<file path="config.mk">
export PLATFORM = sky130hd
export DESIGN_NAME = fuse_pipe_seg
export DESIGN_NICKNAME = d
export VERILOG_FILES = /design/src/rtl/fuse_pkg.sv /design/src/rtl/fuse_stage.sv /design/src/rtl/fuse_mode_ctl.sv /design/src/rtl/fuse_lat_track.sv /design/src/rtl/fuse_pipe_seg.sv
export SDC_FILE = /design/constraint.sdc
export NUM_CORES = 1
export LEC_CHECK = 0
export BUFFER_PORTS_ARGS = -buffer_cell sky130_fd_sc_hd__clkbuf_2
export CAP_MARGIN = 20
export CORE_AREA = 2 2 118 86
export DETAILED_ROUTE_END_ITERATION = 12
export DIE_AREA = 0 0 120 88
export GPL_ROUTABILITY_DRIVEN = 1
export PLACE_DENSITY = 0.7
export SLEW_MARGIN = 20
export SYNTH_ARGS = -nofsm -noshare
export SYNTH_HDL_FRONTEND = slang
export SYNTH_SLANG_ARGS = --single-unit
</file>
<file path="constraint.sdc">
create_clock -name clk -period 2.5 [get_ports clk]
set_clock_uncertainty 0.2 [all_clocks]
set_input_delay 0.25 -clock clk [delete_from_list [all_inputs] [get_ports clk]]
set_output_delay 0.25 -clock clk [all_outputs]
set_load 0.005 [all_outputs]
</file>
<file path="src/rtl/fuse_pkg.sv">
package fuse_pkg;
  typedef enum logic {
    MODE_HP = 1'b0,
    MODE_EE = 1'b1
  } mode_e;

  typedef enum logic [1:0] {
    XFORM_XOR  = 2'd0,
    XFORM_ROTX = 2'd1,
    XFORM_ADD  = 2'd2
  } xform_e;

  // segment latency, input valid to output valid, per mode
  localparam int LAT_HP_C = 4;
  localparam int LAT_EE_C = 3;
endpackage

</file>
<file path="src/rtl/fuse_stage.sv">
module fuse_stage
  import fuse_pkg::*;
#(
  parameter int         W    = 16,
  parameter xform_e     KIND = XFORM_XOR,
  parameter logic [W-1:0] K  = '0
) (
  input  logic         clk,
  input  logic         rst,
  input  logic         thru,
  input  logic         vld_i,
  input  logic [W-1:0] dat_i,
  output logic         vld_o,
  output logic [W-1:0] dat_o
);
  logic [W-1:0] f_w;
  logic         vld_q;
  logic [W-1:0] dat_q;

  generate
    if (KIND == XFORM_XOR) begin : g_xor
      assign f_w = dat_i ^ K;
    end else if (KIND == XFORM_ROTX) begin : g_rot
      assign f_w = {dat_i[W-2:0], dat_i[W-1]} ^ K;
    end else begin : g_add
      assign f_w = dat_i + K;
    end
  endgenerate

  // register holds still while transparent
  always_ff @(posedge clk) begin
    if (rst) vld_q <= 1'b0;
    else if (!thru) vld_q <= vld_i;
  end

  always_ff @(posedge clk) begin
    if (!thru && vld_i) dat_q <= f_w;
  end

  assign vld_o = thru ? vld_i : vld_q;
  assign dat_o = thru ? f_w   : dat_q;

  // a bypassed register was emptied before the switch and stays empty
  thru_quiet_chk: assert property (@(posedge clk) disable iff (rst)
    thru |-> !vld_q);
endmodule

</file>
<file path="src/rtl/fuse_mode_ctl.sv">
module fuse_mode_ctl
  import fuse_pkg::*;
#(
  parameter int LAT_W = 4
) (
  input  logic             clk,
  input  logic             rst,
  input  logic             idle,
  input  logic             mode_req,
  input  logic [LAT_W-1:0] lat_cfg,
  output logic             mode_ee,
  output logic [LAT_W-1:0] eff_lat
);
  localparam logic [LAT_W-1:0] FLOOR_HP = LAT_W'(LAT_HP_C);
  localparam logic [LAT_W-1:0] FLOOR_EE = LAT_W'(LAT_EE_C);

  mode_e            mode_q;
  logic [LAT_W-1:0] lat_q;
  logic [LAT_W-1:0] floor_w;

  assign floor_w = mode_req ? FLOOR_EE : FLOOR_HP;

  always_ff @(posedge clk) begin
    if (rst) begin
      mode_q <= MODE_HP;
      lat_q  <= FLOOR_HP;
    end else if (idle) begin
      mode_q <= mode_req ? MODE_EE : MODE_HP;
      lat_q  <= (lat_cfg > floor_w) ? lat_cfg : floor_w;
    end
  end

  assign mode_ee = (mode_q == MODE_EE);
  assign eff_lat = lat_q;


  mode_chg_chk: assert property (@(posedge clk) disable iff (rst)
    (mode_q != $past(mode_q)) |-> $past(idle));


  lat_floor_chk: assert property (@(posedge clk) disable iff (rst)
    eff_lat >= (mode_ee ? FLOOR_EE : FLOOR_HP));


  lat_hold_chk: assert property (@(posedge clk) disable iff (rst)
    (lat_q != $past(lat_q)) |-> $past(idle));
endmodule

</file>
<file path="src/rtl/fuse_lat_track.sv">
module fuse_lat_track #(
  parameter int LAT_W = 4
) (
  input  logic             clk,
  input  logic             rst,
  input  logic             issue,
  input  logic [LAT_W-1:0] eff_lat,
  output logic             wake,
  output logic             busy
);
  localparam int HIST_D = 1 << LAT_W;

  logic [HIST_D-1:0] hist_q;
  logic [LAT_W-1:0]  tap_w;

  always_ff @(posedge clk) begin
    if (rst) hist_q <= '0;
    else     hist_q <= {hist_q[HIST_D-2:0], issue};
  end

  assign tap_w = eff_lat - 1'b1;
  assign wake  = hist_q[tap_w];
  assign busy  = |hist_q;
endmodule

</file>
<file path="src/rtl/fuse_pipe_seg.sv">
module fuse_pipe_seg
  import fuse_pkg::*;
#(
  parameter int                DATA_W = 16,
  parameter int                LAT_W  = 4,
  parameter logic [DATA_W-1:0] KEY_A  = 16'h5A3C,
  parameter logic [DATA_W-1:0] KEY_B  = 16'h0123,
  parameter logic [DATA_W-1:0] KEY_C  = 16'hF00F
) (
  input  logic              clk,
  input  logic              rst,
  input  logic              in_vld,
  input  logic [DATA_W-1:0] in_dat,
  input  logic              mode_req,
  input  logic [LAT_W-1:0]  lat_cfg,
  output logic              out_vld,
  output logic [DATA_W-1:0] out_dat,
  output logic              wake,
  output logic              mode_ee
);
  logic              v1, v2a, v2b;
  logic [DATA_W-1:0] d1, d2a, d2b;
  logic              trk_busy;
  logic              idle_w;
  logic [LAT_W-1:0]  eff_lat;

  assign idle_w = !(in_vld | v1 | v2a | v2b | out_vld | trk_busy);

  fuse_mode_ctl #(.LAT_W(LAT_W)) u_ctl (
    .clk(clk), .rst(rst), .idle(idle_w), .mode_req(mode_req),
    .lat_cfg(lat_cfg), .mode_ee(mode_ee), .eff_lat(eff_lat)
  );

  fuse_stage #(.W(DATA_W), .KIND(XFORM_XOR), .K(KEY_A)) u_s1 (
    .clk(clk), .rst(rst), .thru(1'b0), .vld_i(in_vld), .dat_i(in_dat),
    .vld_o(v1), .dat_o(d1)
  );

  // the fusable register: transparent in efficiency mode
  fuse_stage #(.W(DATA_W), .KIND(XFORM_ROTX), .K('0)) u_s2a (
    .clk(clk), .rst(rst), .thru(mode_ee), .vld_i(v1), .dat_i(d1),
    .vld_o(v2a), .dat_o(d2a)
  );

  fuse_stage #(.W(DATA_W), .KIND(XFORM_ADD), .K(KEY_B)) u_s2b (
    .clk(clk), .rst(rst), .thru(1'b0), .vld_i(v2a), .dat_i(d2a),
    .vld_o(v2b), .dat_o(d2b)
  );

  fuse_stage #(.W(DATA_W), .KIND(XFORM_XOR), .K(KEY_C)) u_s3 (
    .clk(clk), .rst(rst), .thru(1'b0), .vld_i(v2b), .dat_i(d2b),
    .vld_o(out_vld), .dat_o(out_dat)
  );

  fuse_lat_track #(.LAT_W(LAT_W)) u_trk (
    .clk(clk), .rst(rst), .issue(in_vld), .eff_lat(eff_lat),
    .wake(wake), .busy(trk_busy)
  );

  // checker-side counts for wake ordering
  logic [31:0] out_cnt_q, wake_cnt_q;
  always_ff @(posedge clk) begin
    if (rst) begin
      out_cnt_q  <= '0;
      wake_cnt_q <= '0;
    end else begin
      out_cnt_q  <= out_cnt_q + 32'(out_vld);
      wake_cnt_q <= wake_cnt_q + 32'(wake);
    end
  end


  hp_lat_chk: assert property (@(posedge clk) disable iff (rst)
    (in_vld && !mode_ee) |-> ##4 out_vld);


  ee_lat_chk: assert property (@(posedge clk) disable iff (rst)
    (in_vld && mode_ee) |-> ##3 out_vld);


  wake_order_chk: assert property (@(posedge clk) disable iff (rst)
    (33'(wake_cnt_q) + 33'(wake)) <= (33'(out_cnt_q) + 33'(out_vld)));
endmodule

</file>
Yosys cells after proc, flatten, opt, wreduce, memory -nomap -nowiden:

Cells that the tools add are included.

* flip-flop bits (word level): 89
* bits of input ports: 24
* output and inout port bits: 19
* logic and storage cells: 32

* $add $sub $neg: 2
* magnitude comparators: 2
* mux-type cells: 7
* bitwise operators: 7
* reductions and logical operators: 3

Operators by type and width (number)
* 16-bit by 9-bit adder with 16-bit output (second input constant): 1
* 16-bit 2-to-1 mux: 1
* 8-bit inverter: 2
* 16-bit OR reduction: 1
* 4-bit by 5-bit less-than comparator with 1-bit output (second input constant): 1
* 1-bit bitwise OR: 5
* 1-bit binary-select mux with 4-bit select: 1
* 4-bit greater-than comparator: 1
* 4-bit 2-to-1 mux: 1
* 4-bit by 1-bit subtractor with 4-bit output (second input constant): 1
* 1-bit 2-to-1 mux: 3
* 3-bit 2-to-1 mux: 1
* 1-bit logical AND: 1
* 1-bit logical NOT: 1

Logic depth before layout (Yosys ltp):

Gate-level depths: netlist of run 1.

* word-level depth: 5
* gate-level depth with buffers: 9
* mapped depth without buffers: 7

Hierarchy:

Synthesis of run 1 repeated with hierarchy kept, for this count alone.

* cell total of the unflattened synthesis: 321
* area, all modules: 4459.3 um^2

By module, submodules not included
* fuse_stage at u_s2b: instances 1, cells an instance 100, area each 1102.3 um^2, seq. area each 500.5 um^2
* fuse_stage at u_s3: instances 1, cells an instance 49, area each 812.0 um^2, seq. area each 500.5 um^2
* fuse_stage at u_s1: instances 1, cells an instance 47, area each 805.8 um^2, seq. area each 500.5 um^2
* fuse_stage at u_s2a: instances 1, cells an instance 39, area each 775.7 um^2, seq. area each 500.5 um^2
* fuse_lat_track: instances 1, cells an instance 50, area each 636.9 um^2, seq. area each 320.3 um^2
* fuse_mode_ctl: instances 1, cells an instance 33, area each 305.3 um^2, seq. area each 100.1 um^2
* fuse_pipe_seg: instances 1, cells an instance 3, area each 21.3 um^2, seq. area each 0.0 um^2

Least setup slack after synthesis of run 1:

No wires, ideal clock.

* path type: flip-flop to flip-flop
* start: register u_ctl.mode_q, in the netlist u_ctl.mode_ee
* end: register u_s2b.dat_q[12] (data pin)
* setup time: 0.263 ns
* arrival time: 1.889 ns
* required time: 2.037 ns
* path slack: 0.148 ns
* cell stages (with the launch flop): 10
* buffers on the path: 3
* period minus slack after synthesis: 2.352 ns
* cell sequence: dfxtp_1 > buf_6 > buf_4 > buf_2 > mux2i_1 > ha_1 > a211o_1 > a21oi_2 > o21ai_1 > xor2_1

* cells in the longest elaborated chain, start to end: 2

Ends and longest elaborated chain
* start: declaration: line fuse_mode_ctl.sv:17 `mode_e mode_q;`
* start signal: assignment: line fuse_mode_ctl.sv:28 `mode_q <= mode_req ? MODE_EE : MODE_HP;`
* 16-bit 2-to-1 mux: line fuse_stage.sv:41 `assign dat_o = thru ? f_w : dat_q;`
* 16-bit by 9-bit adder with 16-bit output: line fuse_stage.sv:26 `assign f_w = dat_i + K;`
* named net u_s2b.f_w[12]: line fuse_stage.sv:16 `logic [W-1:0] f_w;`
* end signal: assignment: line fuse_stage.sv:37 `if (!thru && vld_i) dat_q <= f_w;`
* end: declaration: line fuse_stage.sv:18 `logic [W-1:0] dat_q;`

The timed path passes the listed nets, and every way through them passes these cells.
A chain may end at the register's enable or synchronous reset.

Worst setup path after layout of run 1:

* start: register u_ctl.lat_q[0], in the netlist u_ctl.eff_lat[0]
* end: output wake

* cells in the longest elaborated chain, start to end: 3

Ends and longest elaborated chain
* start: declaration: line fuse_mode_ctl.sv:18 `logic [LAT_W-1:0] lat_q;`
* start signal: assignment: line fuse_mode_ctl.sv:29 `lat_q <= (lat_cfg > floor_w) ? lat_cfg : floor_w;`
* 4-bit by 1-bit subtractor with 4-bit output: line fuse_lat_track.sv:21 `assign tap_w = eff_lat - 1'b1;`
* 1-bit binary-select mux with 4-bit select: line fuse_lat_track.sv:22 `assign wake = hist_q[tap_w];`
* 1-bit 2-to-1 mux (not written as such): line fuse_lat_track.sv:22
* end: declaration: line fuse_pipe_seg.sv:18 `output logic wake,`

No other way between the ends. The select of a mux whose other input is x is not followed.

==> impl_results.md, run 1 <==
- Via Count: 2147
- Slew margin rel.: 0.616
- EDFF count, synth: 64
- Clock buffer count from CTS: 9
- Port Buf Inserts: 42
- Dpl hpwl: 4370 um
- Root Driver: clkbuf_16
- Largest net degree at the start of global routing: 25
- CP Cell Sequence: buf_4, mux4_2, mux4_2, clkbuf_2
- Post-synthesis sequential area ratio: 0.654
- Area growth, synth to finish: 22.9%
- Die Width: 120 um
- Main synth FF type: edfxtp_1
- Total number of yosys warnings: 0
- Top cell by count, worst path: mux4_2
- Crit end category: output pin
- Routed len/inst: 12.8 um
- CTS sink cnt: 88
- Crit path kind: register to output pin
- Gr usage total: 0.125
- DRT Pass-1 Iters: 4
- Starting density of the core: 0.390
- Critical path data arrival time: 1.93 ns
- Cells after Synth: 264
- Crit path largest cell delay: 0.49 ns
- Most common library cell in the layout ignoring fill and taps: edfxtp_1
- Syn Nets: 293
- Leakage: 1.71 nW
- Power Dens Cells: 721 nW/um2
- TNS Setup: 0 ns
- Maximum buffer depth of the clock tree: 2
- Asr flop ratio synth: 0
- Setup violators final: 0
- Crit-path slowest cell: mux4_2
- Startpoint Class: register
- Worst-Skew Late Latency: 0.33 ns
- Fin. max-slew vios: 0
- Core Util, Final: 0.479
- Clock tree from TritonCTS: yes
- Minimum clock period: 2.38 ns
- Core area: 9420 um2
- Critical Path RT: 2.05 ns
- Achievable Freq: 420 MHz
- Synth Cell Area: 3670 um2
- First-pass GRT wire length: 9970 um
- Initial antenna violation count: 0
- Fin nets: 363
- ANT nets after route: 0
- WL final: 5970 um
- N_diodes: 0
- Cell variety after synth: 50
- IO Pins: 43
- Final worst path period share: 0.952
- CP max FO: 6
- Layout cells sized above 1: 0.245
- GP Congestion: 0.861
- Die height: 88 um
- Placement Rows: 30
- Iter 0 DRT Violations: 127
- H-Tree Depth: 3
- Post-route DRC violation count: 0
- Total power: 3.26 mW
- VDD IR max: 343 uV
- Final hold slack: 0.0150 ns
- #FFs+latches synth: 88
- Post-Place Worst Slack: 0.277 ns
- Worst Setup Slack, final: 0.119 ns
- Type of the worst min-delay path: input port to register
- RSZ-0062 raised after global routing: no
- Avg Cell Area, Syn: 13.9 um2
- Vias per cell: 4.60
- Worst-Margin Slew: 0.575 ns
- Status: finished, final reports clean
- Clk pin slew, worst setup/hold paths: 0.06 ns
- Commonest cells after routing, fill and taps aside: edfxtp_1 (64), clkbuf_2 (43), inv_1 (24), dfxtp_1 (24), nor2b_1 (18)
- Total grt overflow: 0
- Number of global-route vias before repair: 2021
- MaxCap Viol Count: 0
- Die Area: 10600 um2
- Final hold violation count: 0
## layout make-up
class	count	area, um2
Sequential cell	88	2400
Clock inverter	3	21.3
Clock buffer	13	263
Fill cell	851	4910
Tap cell	128	160
Multi-Input combinational cell	145	1150
Timing Repair Buffer	66	430
Inverter	24	90.1
## stage by stage
step | cells | instance area (um2)
3_5_place_dp | 435 | 4060
2_1_floorplan | 264 | 3670
5_1_grt | 467 | 4510
4_1_cts | 467 | 4500
3_3_place_gp | 435 | 4060
6_report | 467 | 4510
## critical path: cells and delay by family (launching register included)
| kind | cells | cell delay [ns] |
|---|---|---|
| buf+inv | 2 | 0.29 |
| flops | 1 | 0.34 |
| mux | 2 | 0.96 |
## what timing repair did
item                                    in CTS  in global routing
hold buffers                                16                  0
setup buffers                                0                  0
hold endpoints to repair                    16                  0
gates resized for setup                      0                  1
endpoints found under the setup margin       0                  1
## power by group
| group | internal [mW] | switching, mW | total (mW) | leakage [nW] |
|---|---|---|---|---|
| Sequential | 1.65 | 0.0419 | 1.70 | 0.794 |
| Combinational | 0.146 | 0.159 | 0.306 | 0.774 |
| Clock | 0.743 | 0.512 | 1.25 | 0.143 |
| Total | 2.54 | 0.713 | 3.26 | 1.71 |
## state kept, by name, indices dropped and copies added, names as in the netlist
register and flops:
u_ctl.mode_ee 1, u_s2b.dat_q 16, u_trk.hist_q 16, u_s1.dat_q 16
u_s3.dat_q 16, u_ctl.eff_lat 4, u_s3.vld_q 1, u_s2b.vld_q 1
u_s2a.dat_q 16, u_s2a.vld_q 1
## final timing paths
kind                                      start                            end  slack, ns  depth (start not counted)
hold reg to reg        u_s2b.dat_q[5]$_DFFE_PP_        u_s3.dat_q[5]$_DFFE_PP_       0.22                          0
hold / removal                       lat_cfg[3]  u_ctl.eff_lat[3]$_SDFFE_PP0N_       0.01                          3
setup reg to reg     u_ctl.mode_ee$_SDFFE_PP0N_  u_ctl.eff_lat[0]$_SDFFE_PP0N_       0.30                          6
setup / recovery  u_ctl.eff_lat[0]$_SDFFE_PP0N_                           wake       0.12                          4
## cell families (layout without fill, tap and decap cells)
logic type	Yosys count	after routing	synth area share
muxes	22	22	0.0777
AOI/OAI and AO/OA	35	35	0.0756
and+or+nand+nor	68	68	0.103
xor gates and xnor gates	15	15	0.0358
buffers and inverters	31	106	0.0375
adders and majority gates	5	5	0.0170
DFF	88	88	0.654
## synthesized netlist by cell type, types with 2 or more instances
cell,number,share of area
edfxtp_1,64,0.52
dfxtp_1,24,0.13
inv_1,24,0.025
nor2b_1,18,0.031
mux2i_1,15,0.041
nor2_1,11,0.011
nand2_1,10,0.010
xnor2_1,9,0.021
nand3_1,8,0.011
o21ai_0,6,0.0082
xor2_1,6,0.014
ha_1,5,0.017
mux4_2,5,0.031
a21oi_1,4,0.0054
nor3_1,4,0.0054
nor4_1,4,0.0068
a211o_1,2,0.0048
a211oi_1,2,0.0041
and2_1,2,0.0034
buf_2,2,0.0027
buf_6,2,0.0061
clkbuf_1,2,0.0020
mux2_2,2,0.0061
nand3b_1,2,0.0041
o21a_1,2,0.0041
o21ai_1,2,0.0027
o221ai_1,2,0.0048
o311a_1,2,0.0054
or2_1,2,0.0034
## layer usage
layer  up-vias  part of all wire  GRT usage
li1       1101                 -          -
met5         -                 0          0
met2        49              0.39      0.166
met3         9             0.058     0.0501
met4         0             0.014     0.0492
met1       988              0.54      0.180
(Power assumes the default switching activity.)
==> inputs of run 2 (changes only) <==
--- a/config.mk
+++ b/config.mk
@@ -7,11 +7,13 @@
 export LEC_CHECK = 0
 export BUFFER_PORTS_ARGS = -buffer_cell sky130_fd_sc_hd__clkbuf_2
 export CAP_MARGIN = 20
+export CELL_PAD_IN_SITES_DETAIL_PLACEMENT = 0
+export CELL_PAD_IN_SITES_GLOBAL_PLACEMENT = 1
 export CORE_AREA = 2 2 118 86
 export DETAILED_ROUTE_END_ITERATION = 12
 export DIE_AREA = 0 0 120 88
 export GPL_ROUTABILITY_DRIVEN = 1
-export PLACE_DENSITY = 0.7
+export PLACE_DENSITY_LB_ADDON = 0.1
 export SLEW_MARGIN = 20
 export SYNTH_ARGS = -nofsm -noshare
 export SYNTH_HDL_FRONTEND = slang
==> impl_results.md, run 2 (synthesized netlist as in run 1, its figures left out) <==
- Status: finished, final reports clean
- MaxCap Viol Count: 0 (unchanged)
- Fin. max-slew vios: 0 (unchanged)
- Clock tree from TritonCTS: yes
- Root Driver: clkbuf_16
- Via Count: 2172 (+1.2%)
- H-Tree Depth: 3 (unchanged)
- Worst Setup Slack, final: 0.0676 ns (-0.0517 ns)
- ANT nets after route: 0 (unchanged)
- Post-CTS setup buffer count: 0 (unchanged)
- Area growth, synth to finish: 25.9%
- Clk pin slew, worst setup/hold paths: 0.06 ns (about the same)
- Minimum clock period: 2.43 ns (+0.0517 ns)
- Type of the worst min-delay path: input port to register
- Worst-Margin Slew: 0.611 ns (+0.0366 ns)
- Post-Place Worst Slack: 0.198 ns (-0.0790 ns)
- Gr usage total: 0.143 (+0.0188)
- Final worst path period share: 0.973 (+0.0207)
- IO Pins: 43 (unchanged)
- Final hold violation count: 0 (unchanged)
- Core area: 9420 um2 (unchanged)
- Most common library cell in the layout ignoring fill and taps: edfxtp_1
- Core Util, Final: 0.491 (+0.0117)
- First-pass GRT wire length: 11000 um (+11%)
- Post-route DRC violation count: 0 (unchanged)
- Dpl hpwl: 4820 um (+10%)
- Setup violators final: 0 (unchanged)
- Iter 0 DRT Violations: 89 (-30%)
- Leakage: 1.74 nW (+1.6%)
- Initial antenna violation count: 0 (unchanged)
- Maximum buffer depth of the clock tree: 2 (unchanged)
- Critical Path RT: 2.05 ns (about the same)
- Power Dens Cells: 765 nW/um2 (+6.0%)
- CTS sink cnt: 88 (unchanged)
- Critical path data arrival time: 1.98 ns (+0.05 ns)
- RSZ-0062 raised after global routing: no
- CP max FO: 4 (-2)
- Port Buf Inserts: 42 (unchanged)
- Worst-Skew Late Latency: 0.34 ns (about the same)
- DRT Pass-1 Iters: 4 (unchanged)
- Achievable Freq: 411 MHz (-2.1%)
- Startpoint Class: register
- WL final: 6670 um (+12%)
- Commonest cells after routing, fill and taps aside: edfxtp_1 (64), clkbuf_2 (42), inv_1 (24), dfxtp_1 (22), nor2b_1 (18)
- Die height: 88 um (unchanged)
- Routed len/inst: 14.3 um (+11%)
- Fin nets: 364 (+0.28%)
- VDD IR max: 438 uV (+28%)
- Crit end category: output pin
- Placement Rows: 30 (unchanged)
- Die Area: 10600 um2 (unchanged)
- GP Congestion: 0.777 (-9.7%)
- Layout cells sized above 1: 0.262 (+0.0169)
- Total grt overflow: 0 (unchanged)
- TNS Setup: 0 ns (unchanged)
- N_diodes: 0 (unchanged)
- Largest net degree at the start of global routing: 25 (unchanged)
- Crit path kind: register to output pin
- Die Width: 120 um (unchanged)
- Starting density of the core: 0.390 (unchanged)
- Number of global-route vias before repair: 2102 (+4.0%)
- Slew margin rel.: 0.592 (-0.0244)
- Clock buffer count from CTS: 9 (unchanged)
- Vias per cell: 4.64 (+0.95%)
## run 2: critical path: stages, from the launching register on
cell,delay [ns]
dfxtp_2,0.36
inv_1,0.09
ha_4,0.30
mux4_2,0.30
mux4_2,0.48
clkbuf_2,0.12
## run 2: power by group
group / switching, mW / internal, mW
Sequential: 0.0446 / 1.65
Combinational: 0.167 / 0.156
Clock: 0.538 / 0.976
Total: 0.750 / 2.79
## run 2: per-stage QoR
step	power [mW]	hold slack (ns)	area (um2)	std cells
CTS	3.57	0.0225	4610	468
floorplan	1.91	0.122	3670	264
global placement	2.02	0.206	4090	436
finish	3.54	0.0342	4620	468
detailed placement	2.02	0.207	4090	436
global route	3.68	0.0724	4620	468
## run 2: cell type report
cell class,count,area (um2)
multi-input cells,145,1160
fillers,836,4800
clock buffers,9,225
repair buffers,67,467
well taps,128,160
inverters,24,90.1
flip-flops and latches,88,2400
clock inverters,7,119
## run 2: final timing paths
path                                 startpoint                             to  slack, ns  cells after the start
setup / recovery  u_ctl.eff_lat[1]$_SDFFE_PP0N_                           wake       0.07                      5
hold / removal                       lat_cfg[3]  u_ctl.eff_lat[3]$_SDFFE_PP0N_       0.03                      3
setup reg to reg     u_ctl.mode_ee$_SDFFE_PP0N_      u_s2b.dat_q[10]$_DFFE_PP_       0.33                      6
hold reg to reg        u_s2b.dat_q[5]$_DFFE_PP_        u_s3.dat_q[5]$_DFFE_PP_       0.22                      0
## run 2: per-layer routing
layer / GRT usage / part of all wire
met1: 0.222 / 0.57
met2: 0.177 / 0.37
met3: 0.0605 / 0.050
met4: 0.0417 / 0.0094
met5: 0 / 0
## run 2: timing repair
action                     4_1_cts  5_1_grt
pin swaps                        0        1
setup endpoints to repair        1        1
cloned                           0        0
gates resized for setup          1        5
hold buffers                    16        0
hold endpoints to repair        16        0
==> inputs of run 3 (changes only) <==
==> constraint.sdc (replaced) <==
create_clock -name clk -period 3.05 [get_ports clk]
set_clock_uncertainty 0.2 [all_clocks]
set_input_delay 0.305 -clock clk [delete_from_list [all_inputs] [get_ports clk]]
set_output_delay 0.305 -clock clk [all_outputs]
set_load 0.005 [all_outputs]
==> impl_results.md, run 3 (synthesized netlist as in run 1, its figures left out) <==
- Worst-Margin Slew: 0.641 ns (+0.0301 ns)
- Final hold violation count: 0 (unchanged)
- Starting density of the core: 0.390 (unchanged)
- Root Driver: clkbuf_16
- Via Count: 2152 (-0.92%)
- Clock buffer count from CTS: 9 (unchanged)
- Post-CTS sizing: 0 (-1)
- Worst-Skew Late Latency: 0.34 ns (about the same)
- Placed insts: 436 (unchanged)
- Routed len/inst: 14.0 um (-1.6%)
- Port Buf Inserts: 42 (unchanged)
- Fin. max-slew vios: 0 (unchanged)
- Total grt overflow: 0 (unchanged)
- H-Tree Depth: 3 (unchanged)
- Status: finished, final reports clean
- VDD IR max: 309 uV (-30%)
- Commonest cells after routing, fill and taps aside: edfxtp_1 (64), clkbuf_2 (42), inv_1 (24), dfxtp_1 (24), nor2b_1 (18)
- Gr usage total: 0.139 (-0.00462)
- Clock tree from TritonCTS: yes
- GP Congestion: 0.788 (+1.3%)
- Clk network pwr share: 0.413 (-0.015)
- Crit path kind: register to output pin
- Maximum buffer depth of the clock tree: 2 (unchanged)
- Critical path data arrival time: 2.32 ns (+0.34 ns)
- Number of global-route vias before repair: 2018 (-4.0%)
- Most common library cell in the layout ignoring fill and taps: edfxtp_1
- Vias per cell: 4.60 (-0.92%)
- Final worst path period share: 0.926
- CTS sink cnt: 88 (unchanged)
- MaxCap Viol Count: 0 (unchanged)
- DRT Pass-1 Iters: 4 (unchanged)
- Fin nets: 364 (unchanged)
- Achievable Freq: 354 MHz
- Die Area: 10600 um2 (unchanged)
- Area growth, synth to finish: 23.7%
- TNS Setup: 0 ns (unchanged)
- Final Non-Filler Cells: 468 (unchanged)
- Core area: 9420 um2 (unchanged)
- Leakage: 1.73 nW (-0.73%)
- Critical Path RT: 2.54 ns (+0.49 ns)
- Iter 0 DRT Violations: 91 (+2.2%)
- Post-route DRC violation count: 0 (unchanged)
- Setup violators final: 0 (unchanged)
- ANT nets after route: 0 (unchanged)
- Post-CTS setup buffer count: 0 (unchanged)
- Layout cells sized above 1: 0.247 (-0.0147)
- NetSw: 0.607 mW (-19%)
- Comb pwr share: 0.088 (-0.003)
- Startpoint Class: register
- IO Pins: 43 (unchanged)
- Crit end category: output pin
- WL final: 6570 um (-1.6%)
- Die height: 88 um (unchanged)
- Die Width: 120 um (unchanged)
- First-pass GRT wire length: 10700 um (-3.4%)
- Total power: 2.80 mW (-21%)
- Placement Rows: 30 (unchanged)
- RSZ-0062 raised after global routing: no
- Switching Fraction: 0.217 (+0.00498)
- Slew margin rel.: 0.572 (-0.0201)
- CP max FO: 7 (+3)
- CTS Hold Bufs: 16 (unchanged)
- P_int: 2.19 mW (-21%)
- Dpl hpwl: 4780 um (-0.82%)
- Clk pin slew, worst setup/hold paths: 0.06 ns (about the same)
- Initial antenna violation count: 0 (unchanged)
- Sequential Power Share: 0.499 (+0.019)
- Type of the worst min-delay path: input port to register
- Minimum clock period: 2.82 ns
- N_diodes: 0 (unchanged)
- Power Dens Cells: 615 nW/um2 (-20%)
- Largest net degree at the start of global routing: 25 (unchanged)
-- run 3: cell count changes in the layout (fill, tap and decap cells not counted), sizes merged --
cell / change
clkinvlp: -2
clkinv: +3
bufinv: -1
-- run 3: final cells by class --
cell class              instances  area, um2
well taps                     128        160
clock buffers                   9        225
fillers                       840       4880
repair buffers                 67        438
clock inverters                 7       95.1
inverters                      24       90.1
multi-input cells             145       1130
flip-flops and latches         88       2400
-- run 3: metal layers --
metal | up-vias | wire [um] | GRT usage
li1 | 1110 | - | -
met1 | 985 | 3710 | 0.213
met2 | 47 | 2400 | 0.172
met3 | 10 | 327 | 0.0475
met4 | 0 | 127 | 0.0610
met5 | - | 0 | 0
-- run 3: metrics by stage --
stage / setup WS [ns] / cell area, um2 / util / hold WS, ns
2_1_floorplan: 0.698 / 3670 / - / 0.177
3_3_place_gp: 0.587 / 4060 / 0.431 / 0.206
3_5_place_dp: 0.583 / 4060 / 0.431 / 0.207
4_1_cts: 0.190 / 4540 / 0.482 / 0.0613
5_1_grt: 0.0910 / 4540 / 0.482 / 0.0864
6_report: 0.227 / 4540 / 0.482 / 0.0728
-- run 3: power groups by stage --
stage / registers, mW / logic [mW] / clock network [mW]
2_1_floorplan: 1.41 / 0.162 / 0
3_3_place_gp: 1.42 / 0.231 / 0
3_5_place_dp: 1.42 / 0.231 / 0
4_1_cts: 1.40 / 0.248 / 1.19
5_1_grt: 1.40 / 0.276 / 1.24
6_report: 1.40 / 0.246 / 1.16
-- run 3: path summary, 6_finish.rpt --
kind / startpoint / end / slack [ns] / depth (start not counted)
max: u_ctl.eff_lat[0]$_SDFFE_PP0N_ / wake / 0.23 / 5
min reg2reg: u_s2b.dat_q[9]$_DFFE_PP_ / u_s3.dat_q[9]$_DFFE_PP_ / 0.22 / 0
min: lat_cfg[3] / u_ctl.eff_lat[3]$_SDFFE_PP0N_ / 0.07 / 3
max reg2reg: u_ctl.mode_ee$_SDFFE_PP0N_ / u_s2b.dat_q[15]$_DFFE_PP_ / 0.67 / 7
-- run 3: critical path, cell delays in order (launching register included) --
cell      delay (ns)
dfxtp_1         0.57
inv_1           0.09
ha_1            0.39
mux4_2          0.33
mux4_2          0.47
clkbuf_2        0.12
